==> config.mk <==
export PLATFORM = sky130hd
export DESIGN_NAME = tx_clk_sel
export DESIGN_NICKNAME = d
export VERILOG_FILES = /design/src/rtl/tcs_pkg.sv /design/src/rtl/tcs_sync.sv /design/src/rtl/tcs_src_mux.sv /design/src/rtl/tcs_edge.sv /design/src/rtl/tx_clk_sel.sv
export SDC_FILE = /design/constraint.sdc
export NUM_CORES = 1
export LEC_CHECK = 0
export CORE_MARGIN = 2
export CORE_UTILIZATION = 43
export DETAILED_ROUTE_END_ITERATION = 7
export DONT_BUFFER_PORTS = 1
export PLACE_DENSITY_LB_ADDON = 0.15
export SETUP_SLACK_MARGIN = 0.1
export SYNTH_ARGS = -nofsm -noshare
export SYNTH_HDL_FRONTEND = slang
export SYNTH_HIERARCHICAL = 1
export SYNTH_SLANG_ARGS = --single-unit
==> constraint.sdc <==
create_clock -name clk -period 2 [get_ports clk]
set_input_delay 0.5 -clock clk [delete_from_list [all_inputs] [get_ports clk]]
set_output_delay 0.5 -clock clk [all_outputs]
set_load 0.05 [all_outputs]
==> src/rtl/tcs_pkg.sv <==
package tcs_pkg;

  typedef enum logic [1:0] {
    TM_ASYNC    = 2'd0,
    TM_LOCAL_RX = 2'd1,
    TM_PEER_TX  = 2'd2,
    TM_PEER_RX  = 2'd3
  } tmode_e;

  localparam int NSRC = 4;
  localparam int SRC_W = $clog2(NSRC);
  localparam logic [SRC_W-1:0] SRC_TX  = 2'd0;
  localparam logic [SRC_W-1:0] SRC_RX  = 2'd1;
  localparam logic [SRC_W-1:0] SRC_PTX = 2'd2;
  localparam logic [SRC_W-1:0] SRC_PRX = 2'd3;

  // bit clock source: asynchronous mode swaps to the receiver,
  // synchronous modes swap back to the local transmitter clock
  function automatic logic [SRC_W-1:0] bclk_pick(tmode_e m, logic swap);
    logic [SRC_W-1:0] r;
    case (m)
      TM_ASYNC:    r = swap ? SRC_RX : SRC_TX;
      TM_LOCAL_RX: r = swap ? SRC_TX : SRC_RX;
      TM_PEER_TX:  r = swap ? SRC_TX : SRC_PTX;
      default:     r = swap ? SRC_TX : SRC_PRX;
    endcase
    return r;
  endfunction

  // frame sync source depends only on the mode
  function automatic logic [SRC_W-1:0] fs_pick(tmode_e m);
    logic [SRC_W-1:0] r;
    case (m)
      TM_ASYNC:    r = SRC_TX;
      TM_LOCAL_RX: r = SRC_RX;
      TM_PEER_TX:  r = SRC_PTX;
      default:     r = SRC_PRX;
    endcase
    return r;
  endfunction

  function automatic logic cfg_bad(tmode_e tx_m, tmode_e rx_m,
                                   logic tx_sw, logic rx_sw);
    logic tx_sync;
    tx_sync = (tx_m != TM_ASYNC);
    return (tx_sync && (rx_m != TM_ASYNC)) || (tx_sync && (tx_sw != rx_sw));
  endfunction

  function automatic logic drive_edge(logic pol, logic rise, logic fall);
    return pol ? fall : rise;
  endfunction

  function automatic logic sample_edge(logic pol, logic rise, logic fall);
    return pol ? rise : fall;
  endfunction

endpackage

==> src/rtl/tcs_sync.sv <==
module tcs_sync #(
  parameter int W      = 8,
  parameter int STAGES = 2
) (
  input  logic         clk,
  input  logic         rst_n,
  input  logic [W-1:0] d,
  output logic [W-1:0] q
);

  logic [W-1:0] stg [STAGES];

  generate
    for (genvar s = 0; s < STAGES; s++) begin : g_stage
      if (s == 0) begin : g_first
        always_ff @(posedge clk or negedge rst_n) begin
          if (!rst_n) stg[0] <= '0;
          else        stg[0] <= d;
        end
      end else begin : g_next
        always_ff @(posedge clk or negedge rst_n) begin
          if (!rst_n) stg[s] <= '0;
          else        stg[s] <= stg[s-1];
        end
      end
    end
  endgenerate

  assign q = stg[STAGES-1];

endmodule

==> src/rtl/tcs_src_mux.sv <==
module tcs_src_mux
  import tcs_pkg::*;
#(
  parameter int N = NSRC
) (
  input  logic [1:0]   mode,
  input  logic         swap,
  input  logic [N-1:0] bclk_vec,
  input  logic [N-1:0] fs_vec,
  output logic         bclk_sel,
  output logic         fs_sel
);

  logic [SRC_W-1:0] b_idx;
  logic [SRC_W-1:0] f_idx;

  always_comb begin
    b_idx    = bclk_pick(tmode_e'(mode), swap);
    f_idx    = fs_pick(tmode_e'(mode));
    bclk_sel = bclk_vec[b_idx];
    fs_sel   = fs_vec[f_idx];
  end

endmodule

==> src/rtl/tcs_edge.sv <==
module tcs_edge
  import tcs_pkg::*;
(
  input  logic clk,
  input  logic rst_n,
  input  logic en,
  input  logic pol,
  input  logic bclk,
  input  logic fs,
  output logic rise,
  output logic fall,
  output logic drive_stb,
  output logic sample_stb,
  output logic fs_q
);

  logic prev;
  logic drv_ev;
  logic smp_ev;

  assign rise   = bclk & ~prev;
  assign fall   = ~bclk & prev;
  assign drv_ev = en & drive_edge(pol, rise, fall);
  assign smp_ev = en & sample_edge(pol, rise, fall);

  // history always tracks the line, so a disabled block reloads it
  always_ff @(posedge clk or negedge rst_n) begin
    if (!rst_n) begin
      prev       <= 1'b0;
      drive_stb  <= 1'b0;
      sample_stb <= 1'b0;
      fs_q       <= 1'b0;
    end else begin
      prev       <= bclk;
      drive_stb  <= drv_ev;
      sample_stb <= smp_ev;
      if (smp_ev) fs_q <= fs;
    end
  end

endmodule

==> src/rtl/tx_clk_sel.sv <==
module tx_clk_sel
  import tcs_pkg::*;
#(
  parameter int SYNC_STAGES = 2
) (
  input  logic       clk,
  input  logic       rst_n,
  input  logic       enable,
  input  logic [1:0] cfg_mode,
  input  logic       cfg_swap,
  input  logic       cfg_pol,
  input  logic [1:0] rx_mode,
  input  logic       rx_swap,
  input  logic       tx_bclk_i,
  input  logic       tx_fs_i,
  input  logic       rx_bclk_i,
  input  logic       rx_fs_i,
  input  logic       ptx_bclk_i,
  input  logic       ptx_fs_i,
  input  logic       prx_bclk_i,
  input  logic       prx_fs_i,
  output logic       fs_o,
  output logic       drive_stb_o,
  output logic       sample_stb_o,
  output logic       cfg_err_o
);

  localparam int LINES = 2 * NSRC;

  logic [LINES-1:0] raw_lines;
  logic [LINES-1:0] sync_lines;
  logic [NSRC-1:0]  bclk_vec;
  logic [NSRC-1:0]  fs_vec;
  logic             bclk_sel_w;
  logic             fs_sel_w;
  logic             rise_w;
  logic             fall_w;

  assign raw_lines = {prx_fs_i, ptx_fs_i, rx_fs_i, tx_fs_i,
                      prx_bclk_i, ptx_bclk_i, rx_bclk_i, tx_bclk_i};

  tcs_sync #(.W(LINES), .STAGES(SYNC_STAGES)) u_sync (
    .clk   (clk),
    .rst_n (rst_n),
    .d     (raw_lines),
    .q     (sync_lines)
  );

  assign bclk_vec = sync_lines[NSRC-1:0];
  assign fs_vec   = sync_lines[LINES-1:NSRC];

  tcs_src_mux #(.N(NSRC)) u_mux (
    .mode     (cfg_mode),
    .swap     (cfg_swap),
    .bclk_vec (bclk_vec),
    .fs_vec   (fs_vec),
    .bclk_sel (bclk_sel_w),
    .fs_sel   (fs_sel_w)
  );

  tcs_edge u_edge (
    .clk        (clk),
    .rst_n      (rst_n),
    .en         (enable),
    .pol        (cfg_pol),
    .bclk       (bclk_sel_w),
    .fs         (fs_sel_w),
    .rise       (rise_w),
    .fall       (fall_w),
    .drive_stb  (drive_stb_o),
    .sample_stb (sample_stb_o),
    .fs_q       (fs_o)
  );

  assign cfg_err_o = cfg_bad(tmode_e'(cfg_mode), tmode_e'(rx_mode), cfg_swap, rx_swap);

endmodule

==> impl_metrics.toml <==
[status]
status = "completed"

[clocking]
clkTransAtPathRegs_ns = 0.10
cts_buffer_depth = 2
clk_latency_ns = 0.28
cts_resized = 0
cts.sinks = 20
cts.root.buffer_cell = "clkbuf_4"
post_cts_buffers = 0
cts_tree = "done"
cts_hold_buf = 1
cts_buffers = 3
h-tree-depth = 1

[die]
ios = 22
die-area_um2 = 2140
die_w_um = 46.3
start_util_pct = 45.0
rows = 15
core_area_um2 = 1710
die_height_um = 46.3

[yosys]
netlist_top_cells_count = "dfrtp_1 (20), buf_4 (8), nand2_1 (3), nor2b_1 (3)"
synth_most_common_cell = "dfrtp_1"
ys_ff_latch = 20
yosys.area_share.simple_pct = 9.28
synth_nets = 72
synth-seq-area-share_pct = 65.1
synth_edf_count = 0
yosys_warnings = 6
synthAdderAreaFrac_pct = 0
syn_inst = 54
yosysUniqueCellTypes = 22
synthesis.area_um2 = 768
synthMuxAreaShare_pct = 7.00
synth_area_leaders = "dfrtp_1 (65%), buf_4 (7.8%), mux4_2 (2.9%), mux2i_1 (2.6%), nor2b_1 (2.4%)"
synth_xor_area_share_pct = 1.14
synth_top_family_by_area = "simple AND/OR/NAND/NOR gates"
synth.avg_cell_area_um2 = 14.2
synth_largest_area_cell = "dfrtp_1"
ys_async_sr_fraction_pct = 100
yosysTopAreaCellShare_pct = 65.1
synth_flop_cell = "dfrtp_1"
synth_compound_area_share_pct = 9.12

[power_and_ir_drop]
swShare_pct = 27.2
combPwrFrac_pct = 9.2
p_sw_mw = 0.201
power_density_nw_per_um2 = 959
clock_power_share_pct = 23.7
p_leak_nw = 0.330
internal_power_mw = 0.539
finalPower_mw = 0.740
peakVddDrop_v = 0.000523
p_seq_share_pct = 67.0

[route]
vias = 373
avgRoutedWirePerCell_um = 14.2
drc = 0
routed_wl_um = 1070
antenna_left = 0
via_per_inst = 4.97
drt_first_pass_iters = 4
drt-initial-drc-count = 2

[global_route]
grt_max_degree = 21
grt_pass1_wl_um = 1660
grt_overflow = 0
grt_pass1_vias = 416
antenna_found_initial = 0
grtUsageTotal_pct = 11.9

[timing]
finalCritPeriodShare_pct = 84.4
hold_viol_final = 0
worst_pin_slew_ns = 0.846
report.final.slew_viol_count = 0
fmax_ghz = 0.592
setup_viol = 0
period_needed_ns = 1.69
rsz0062_at_grt = "false"
final.setup.tns_ns = 0
skew_ns = 0.00280
slew_headroom_pct = 43.4

[worst_setup_path]
critPathLaunchType = "register"
cp.required_ns = 2.17
worstSetupPathType = "reg2reg"
worstPathArrival_ns = 1.86
critPathMaxFanout = 7
crit_path_end_kind = "register"

[final_layout]
filler_cell_count = 154
drive_above_1_share_pct = 14.0
area_growth_pct = 0.489
nets = 70
antenna_cells = 0

[place]
dp_hpwl_um = 801
port_buffers = 0
gp_congestion = 0.674

[worst_hold_path]
hold_class = "in2reg"

[flow_run]
maxCapViolations = 0
[stage by stage]
| step | hold WS, ns | area (um2) | utilization (%) | setup WS, ns | instances |
|---|---|---|---|---|---|
| floorplan | 0.204 | 768 | - | 0.230 | 54 |
| global placement | 0.205 | 739 | 43.3 | 0.177 | 71 |
| detailed placement | 0.205 | 739 | 43.3 | 0.132 | 71 |
| CTS | 0.216 | 772 | 45.2 | 0.300 | 75 |
| global route | 0.202 | 772 | 45.2 | 0.186 | 75 |
| finish | 0.231 | 772 | 45.2 | 0.312 | 75 |
[power by group through the flow]
stage	Sequential (mW)	Clock [mW]	Combinational, mW
after floorplan	0.499	0	0.0650
after global placement	0.503	0	0.0585
after detailed placement	0.505	0	0.0605
after CTS	0.497	0.187	0.0700
after global routing	0.502	0.205	0.0769
final	0.496	0.176	0.0684
[path summary, 6_finish.rpt]
check                      depth (start not counted)  slack (ns)            from                end
setup / recovery                                   6        0.31     u_sync/q[1]        u_edge/fs_q
hold / removal                                     0        0.23      ptx_bclk_i     u_sync/stg[10]
setup reg to reg                                   6        0.31     u_sync/q[1]        u_edge/fs_q
hold reg to reg                                    0        0.36  u_sync/stg[13]        u_sync/q[5]
max in group asynchronous                          1        0.72           rst_n        u_sync/q[6]
min in group asynchronous                          1        0.75           rst_n  u_edge/sample_stb
[layout make-up]
type	count	area [um2]	share of cell area [%]
timing repair buffer	1	10.0	1.30
sequential	20	500	64.8
multi-input combinational	25	204	26.4
inverter	1	3.75	0.486
clock buffer	3	22.5	2.92
tap	25	31.3	4.05
[flip-flops by register name, indices dropped and copies added (netlist names)]
register           cells
u_sync/q               8
u_sync/stg             8
u_edge/drive_stb       1
u_edge/fs_q            1
u_edge/prev            1
u_edge/sample_stb      1
[per-layer routing]
metal  share of wire (%)  vias to the layer above  global-route usage [%]
met5                   0                        -                       0
li1                    -                      174                       -
met4                 1.8                        0                    8.57
met2                  56                       14                    21.1
met1                  37                      183                    11.5
met3                 5.1                        2                    3.53
[critical path, cell delays in order (launching register included)]
cell and delay (ns):
dfrtp_1 0.37, mux2i_1 0.07, or3_1 0.30, nand3_1 0.21
nor2_2 0.08, a32o_1 0.26, a221o_1 0.29
[layout by cell type, fill, tap and decap left out]
cell type       n
nor2_2          1
a21o_2          1
o211ai_1        1
a32o_1          1
o2111ai_1       1
nand3_1         1
clkbuf_4        3
nand4b_1        1
mux2_2          1
dlygate4sd3_1   1
dfrtp_1        20
inv_1           1
or3_1           1
a221o_1         1
nand3b_1        1
nor2b_1         3
mux2i_1         2
a21boi_0        2
nand2_1         3
o32a_1          1
or2b_1          1
xor2_1          1
mux4_2          1
[logic make-up (layout without fill, tap and decap cells)]
logic type / Yosys count / in the layout
DFF: 20 / 20
and+or+nand+nor: 12 / 12
buffers and inverters: 9 / 5
AOI/OAI and AO/OA: 8 / 8
muxes: 4 / 4
xor gates and xnor gates: 1 / 1
(Power assumes the default switching activity.)
